<file path="src/rtl/sbc_pkg.sv">
package sbc_pkg;
    localparam logic [4:0] SHIFT_MARK = 5'b10000;
    localparam logic [4:0] CTRL_RESET = 5'h0C;

    typedef enum logic [1:0] {
        TGT_CTRL   = 2'd0,
        TGT_CHR_LO = 2'd1,
        TGT_CHR_HI = 2'd2,
        TGT_PRG    = 2'd3
    } target_e;

    typedef struct packed {
        logic [4:0] ctrl;
        logic [4:0] chr_lo;
        logic [4:0] chr_hi;
        logic [4:0] prg;
    } bank_regs_t;
endpackage

</file>
<file path="src/rtl/sbc_serial_loader.sv">
module sbc_serial_loader
    import sbc_pkg::*;
(
    input  logic       clk,
    input  logic       rst_n,
    input  logic       wr_hit,
    input  logic       din_bit,
    input  logic       din_clr,
    output logic       commit,
    output logic [4:0] value,
    output logic [4:0] shift_state
);
    logic [4:0] shift_d, shift_q;

    always_comb begin
        shift_d = shift_q;
        commit  = 1'b0;
        value   = {din_bit, shift_q[4:1]};
        if (wr_hit) begin
            if (din_clr) begin
                shift_d = SHIFT_MARK;
            end else if (shift_q[0]) begin
                // marker reached bit 0: this is the fifth bit
                commit  = 1'b1;
                shift_d = SHIFT_MARK;
            end else begin
                shift_d = value;
            end
        end
    end

    always_ff @(posedge clk) begin
        if (!rst_n) shift_q <= SHIFT_MARK;
        else        shift_q <= shift_d;
    end

    assign shift_state = shift_q;
endmodule

</file>
<file path="src/rtl/sbc_prg_map.sv">
module sbc_prg_map #(
    parameter int PRG_BANKS = 8
) (
    input  logic [1:0]                   mode,
    input  logic [4:0]                   bank_sel,
    input  logic                         win_hi,
    output logic [$clog2(PRG_BANKS)-1:0] bank
);
    localparam int PB = $clog2(PRG_BANKS);
    localparam logic [3:0] LAST = 4'(PRG_BANKS - 1);

    logic [3:0] raw;
    logic       unused_prg_bits;

    always_comb begin
        unique case (mode)
            2'd0, 2'd1: raw = {bank_sel[3:1], win_hi};
            2'd2:       raw = win_hi ? bank_sel[3:0] : 4'd0;
            default:    raw = win_hi ? LAST : bank_sel[3:0];
        endcase
    end

    // power-of-two count: modulo is the low bits
    assign bank            = raw[PB-1:0];
    assign unused_prg_bits = ^{bank_sel[4], raw};
endmodule

</file>
<file path="src/rtl/sbc_chr_map.sv">
module sbc_chr_map #(
    parameter int CHR_BANKS = 16
) (
    input  logic                         four_k,
    input  logic [4:0]                   bank_lo,
    input  logic [4:0]                   bank_hi,
    input  logic                         half,
    output logic [$clog2(CHR_BANKS)-1:0] bank
);
    localparam int CB = $clog2(CHR_BANKS);

    logic [4:0] raw;
    logic       unused_chr_bits;

    always_comb begin
        if (four_k) raw = half ? bank_hi : bank_lo;
        else        raw = {bank_lo[4:1], half};
    end

    assign bank            = raw[CB-1:0];
    assign unused_chr_bits = ^raw;
endmodule

</file>
<file path="src/rtl/serial_bank_ctrl.sv">
module serial_bank_ctrl
    import sbc_pkg::*;
#(
    parameter int PRG_BANKS = 8,
    parameter int CHR_BANKS = 16,
    localparam int PRG_AW = $clog2(PRG_BANKS) + 14,
    localparam int CHR_AW = $clog2(CHR_BANKS) + 12
) (
    input  logic              clk,
    input  logic              rst_n,
    input  logic [15:0]       cpu_addr,
    input  logic              cpu_wr,
    input  logic [7:0]        cpu_data,
    input  logic [12:0]       ppu_addr,
    output logic [PRG_AW-1:0] prg_addr,
    output logic [CHR_AW-1:0] chr_addr,
    output logic [1:0]        mirror,
    output logic              wram_sel,
    output logic [12:0]       wram_addr
);
    bank_regs_t regs_d, regs_q;
    logic       upper_wr;
    logic       ld_commit;
    logic [4:0] ld_value;
    logic [4:0] shift_state;
    target_e    tgt;
    logic [$clog2(PRG_BANKS)-1:0] prg_bank;
    logic [$clog2(CHR_BANKS)-1:0] chr_bank;
    logic       unused_data;

    assign upper_wr    = cpu_wr & cpu_addr[15];
    assign tgt         = target_e'(cpu_addr[14:13]);
    assign unused_data = ^cpu_data[6:1];

    sbc_serial_loader u_loader (
        .clk         (clk),
        .rst_n       (rst_n),
        .wr_hit      (upper_wr),
        .din_bit     (cpu_data[0]),
        .din_clr     (cpu_data[7]),
        .commit      (ld_commit),
        .value       (ld_value),
        .shift_state (shift_state)
    );

    always_comb begin
        regs_d = regs_q;
        if (upper_wr && cpu_data[7]) begin
            regs_d.ctrl[3:2] = 2'b11;
        end else if (ld_commit) begin
            unique case (tgt)
                TGT_CTRL:   regs_d.ctrl   = ld_value;
                TGT_CHR_LO: regs_d.chr_lo = ld_value;
                TGT_CHR_HI: if (regs_q.ctrl[4]) regs_d.chr_hi = ld_value;
                default:    regs_d.prg    = ld_value;
            endcase
        end
    end

    always_ff @(posedge clk) begin
        if (!rst_n) begin
            regs_q <= '{ctrl: CTRL_RESET, chr_lo: 5'd0, chr_hi: 5'd0, prg: 5'd0};
        end else begin
            regs_q <= regs_d;
        end
    end

    sbc_prg_map #(.PRG_BANKS(PRG_BANKS)) u_prg (
        .mode     (regs_q.ctrl[3:2]),
        .bank_sel (regs_q.prg),
        .win_hi   (cpu_addr[14]),
        .bank     (prg_bank)
    );

    sbc_chr_map #(.CHR_BANKS(CHR_BANKS)) u_chr (
        .four_k  (regs_q.ctrl[4]),
        .bank_lo (regs_q.chr_lo),
        .bank_hi (regs_q.chr_hi),
        .half    (ppu_addr[12]),
        .bank    (chr_bank)
    );

    assign prg_addr  = {prg_bank, cpu_addr[13:0]};
    assign chr_addr  = {chr_bank, ppu_addr[11:0]};
    assign mirror    = regs_q.ctrl[1:0];
    assign wram_sel  = (cpu_addr[15:13] == 3'b011);
    assign wram_addr = cpu_addr[12:0];
endmodule

</file>
<file path="config.mk">
export PLATFORM = sky130hd
export DESIGN_NAME = serial_bank_ctrl
export DESIGN_NICKNAME = d
export VERILOG_FILES = /design/src/rtl/sbc_pkg.sv /design/src/rtl/sbc_serial_loader.sv /design/src/rtl/sbc_prg_map.sv /design/src/rtl/sbc_chr_map.sv /design/src/rtl/serial_bank_ctrl.sv
export SDC_FILE = /design/constraint.sdc
export NUM_CORES = 1
export LEC_CHECK = 0
export BUFFER_PORTS_ARGS = -buffer_cell sky130_fd_sc_hd__buf_2
export CORE_MARGIN = 4
export CORE_UTILIZATION = 41
export DETAILED_ROUTE_END_ITERATION = 6
export GPL_TIMING_DRIVEN = 1
export PLACE_DENSITY = 0.83
export RECOVER_POWER = 50
export SLEW_MARGIN = 20
export SYNTH_ARGS = -nofsm -noshare
export SYNTH_HDL_FRONTEND = slang
export SYNTH_SLANG_ARGS = --single-unit
</file>
<file path="constraint.sdc">
create_clock -name clk -period 1.3 [get_ports clk]
set_input_delay 0.26 -clock clk [delete_from_list [all_inputs] [get_ports clk]]
set_output_delay 0.26 -clock clk [all_outputs]
set_load 0.01 [all_outputs]
</file>
==> summary.txt <==
Status
  • Status: finished with violations
  • Failing checks: setup timing

STA
  • Min Tclk post-route: 1.45 ns
  • Final Slew Violations: 0
  • Achievable Freq: 688 MHz
  • Worst slew margin: 0.784
  • Final hold viol count: 0
  • Final setup vio count: 7
  • RSZ-0062 raised after global routing: yes
  • Clock skew: 0.00731 ns
  • Fin worst setup slack: -0.155 ns
  • Fin crit share: 1.12
  • Setup TNS: -0.671 ns
  • Worst-Margin Slew: 0.323 ns

Final layout
  • Final net count: 173
  • Share of layout cells above drive strength 1: 0.333
  • # fillers: 319
  • P&R area growth vs syn: -4.89%
  • Antenna cells: 0
  • Final instance area: 1220 sq um
  • Final design utilization: 0.402
  • Commonest non-fill, non-tap cell in the layout: nand2_1
  • Most frequent cells in the layout: nand2_1 (22), dfxtp_1 (18), buf_2 (16), mux2i_1 (14), nor2_1 (12)
  • Final instance count without filler cells: 176

Route
  • Drt drc: 0
  • Final ANT Viol Nets: 0
  • Via count: 828
  • Final WL: 2180 um
  • First-pass DRT Iterations: 4
  • Met2 wire len: 1040 um
  • Drt wl/cell: 12.4 um
  • Met1 wire length: 950 um
  • Metal3 WL: 163 um
  • Highest Signal Layer: met4
  • Initial DRC count: 19
  • Vias per inst: 4.70

Job
  • Max cap viols: 0

Yosys
  • Sequential area share after synthesis: 0.329
  • Number of synthesized register bits: 21
  • Post-synthesis compound-gate area fraction: 0.0832
  • Mapped Cells: 149
  • Post-synthesis mux area share: 0.136
  • Post-Synth Adder-Cell Area: 0
  • Largest family of logic cells by synthesized area: buffers and inverters
  • Synthesized area per cell: 8.58 sq um
  • Post-Syn Nets: 189
  • Synth Area in Simple Gates: 0.171
  • Yosys cell types: 24
  • Synthesis warning total: 0
  • Post-Syn Area: 1280 sq um
  • XOR/XNOR Fraction of Synth Area: 0

Setup path
  • Worst-path fanout max: 4
  • Worst reg2reg path startpoint: u_loader.shift_state[0]
  • Critical Path Source Type: register
  • Critical Path RT: 1.04 ns
  • Worst path slowest cell: dfxtp_2
  • Worst path cell trace: nand2_4 -> mux2_4 -> buf_6
  • FF-to-FF End: regs_q[19]
  • CP endpoint kind: output pin
  • Max incr delay on CP: 0.35 ns
  • Reg2Reg Setup Slack: 0.18 ns
  • CP Data Arrival Time: 1.19 ns
  • Worst Setup EP: chr_addr[14]
  • Path depth of the worst reg2reg path: 3
  • WS Path Type: register to output pin
  • Crit. Startpoint: regs_q[19]

Placement
  • Area after DPL: 1110 sq um
  • PortBufs: 19
  • # placed instances: 171
  • Placer Congestion: 0.780
  • DP HPWL: 1540 um

GRT
  • Initial antenna violation count: 0
  • Global router's overall resource usage: 0.115
  • Pin count of the biggest net entering global routing: 13
  • Number of global-route vias before repair: 824
  • Global-route wire length before repair: 3730 um
  • Total grt overflow: 0

Floorplanning
  • Row cnt: 20
  • Core area: 3030 sq um
  • Die H: 63.8 um
  • Starting Density: 0.422
  • Die X: 63.8 um
  • Die ar.: 4080 sq um
  • Boundary Pins: 89

Clocking
  • Hold-fix buffers at CTS: 0
  • H-Tree Depth: 1
  • Clk sink count: 21
  • Max clock buf depth: 2
  • Worst-Skew Late Latency: 0.31 ns
  • Clock-pin slew on the worst setup and hold paths: 0.12 ns
  • TritonCTS Buffers: 3
  • Root Buffer: clkbuf_4
  • CTS tree: built

Hold path
  • Min-delay worst type: input port to register

Power and ir drop
  • VDD IR max: 659 uV
  • Pleak: 0.000507 uW
  • PwrDens: 859 nW/um^2
worst max-delay path: cells and delay by family (launching register included):
family	cells	cell delay, ns
mux	1	0.32
simple gates	1	0.09
buf+inv	1	0.12
flops	1	0.35
stage by stage:
stage | worst slack, ns | hold WS [ns] | power (uW)
2_1_floorplan | 0.212 | 0.399 | 834
3_3_place_gp | 0.0347 | 0.442 | 745
3_5_place_dp | 0.0268 | 0.452 | 746
5_1_grt | -0.196 | 0.197 | 1090
6_report | -0.155 | 0.204 | 1040
4_1_cts | -0.154 | 0.200 | 1050
cell usage after synthesis:
library cell	n	area, sq um
buf_4	41	308
nand2_1	23	86.3
dfxtp_1	21	420
mux2i_1	14	140
nor2_1	12	45.0
a21oi_1	8	40.0
a22oi_1	4	30.0
inv_1	3	11.3
mux2_2	3	33.8
o21ai_0	3	15.0
buf_6	2	22.5
nand2b_1	2	12.5
o211ai_1	2	15.0
a31oi_1	1	6.26
and4bb_2	1	12.5
buf_2	1	5.00
dlymetal6s2s_1	1	12.5
nand2b_4	1	13.8
nand3_1	1	5.00
nand4b_1	1	8.76
nand4bb_2	1	16.3
nor2_2	1	6.26
nor2b_1	1	6.26
or2_1	1	6.26
repair_timing:
item / 4_1_cts / 5_1_grt
setup endpoints to repair: 7 / 7
setup buffers: 1 / 0
gates resized for setup: 17 / 0
pin swaps: 5 / 1
registers in the layout, summed over array words and instances (netlist names):
signal / flops
regs_q: 14
u_loader.shift_state: 5
mirror: 2
cells by family (layout without fill, tap and decap cells):
kind of cell           count (synthesis)  count (layout)
multiplexers                          17              17
buffers and inverters                 48              31
AO/OA/AOI/OAI                         18              18
AND/OR/NAND/NOR                       45              45
flip-flops                            21              21
metal layers:
layer / track usage / vias up
li1: - / 418
met3: 0.0527 / 10
met4: 0.0404 / 0
met5: 0 / -
met2: 0.186 / 23
met1: 0.132 / 377
final cells by class:
| type | count | area, sq um | area share |
|---|---|---|---|
| Multi-Input combinational cell | 80 | 544 | 0.448 |
| Sequential cell | 21 | 427 | 0.351 |
| Timing Repair Buffer | 24 | 151 | 0.124 |
| Tap cell | 44 | 55.1 | 0.0453 |
| Clock buffer | 3 | 22.5 | 0.0185 |
| Inverter | 3 | 11.3 | 0.00926 |
| Clock inverter | 1 | 5.00 | 0.00412 |
where the power goes:
part / total, uW / switching (uW) / internal (uW)
combinational: 86.5 / 50.5 / 36.0
sequential: 647 / 2.98 / 644
clock: 311 / 196 / 115
total: 1040 / 250 / 795
how the worst min path moves through the flow:
stage                            from          to  depth (start not counted)
after floorplan           cpu_data[0]  regs_q[19]                          2
after global placement     regs_q[11]  regs_q[11]                          2
after detailed placement    regs_q[7]   regs_q[7]                          2
after CTS                 cpu_data[0]  regs_q[19]                          3
after global routing      cpu_data[0]  regs_q[19]                          3
final                     cpu_data[0]  regs_q[19]                          3
Note: power is estimated with default switching activity, not from simulation.
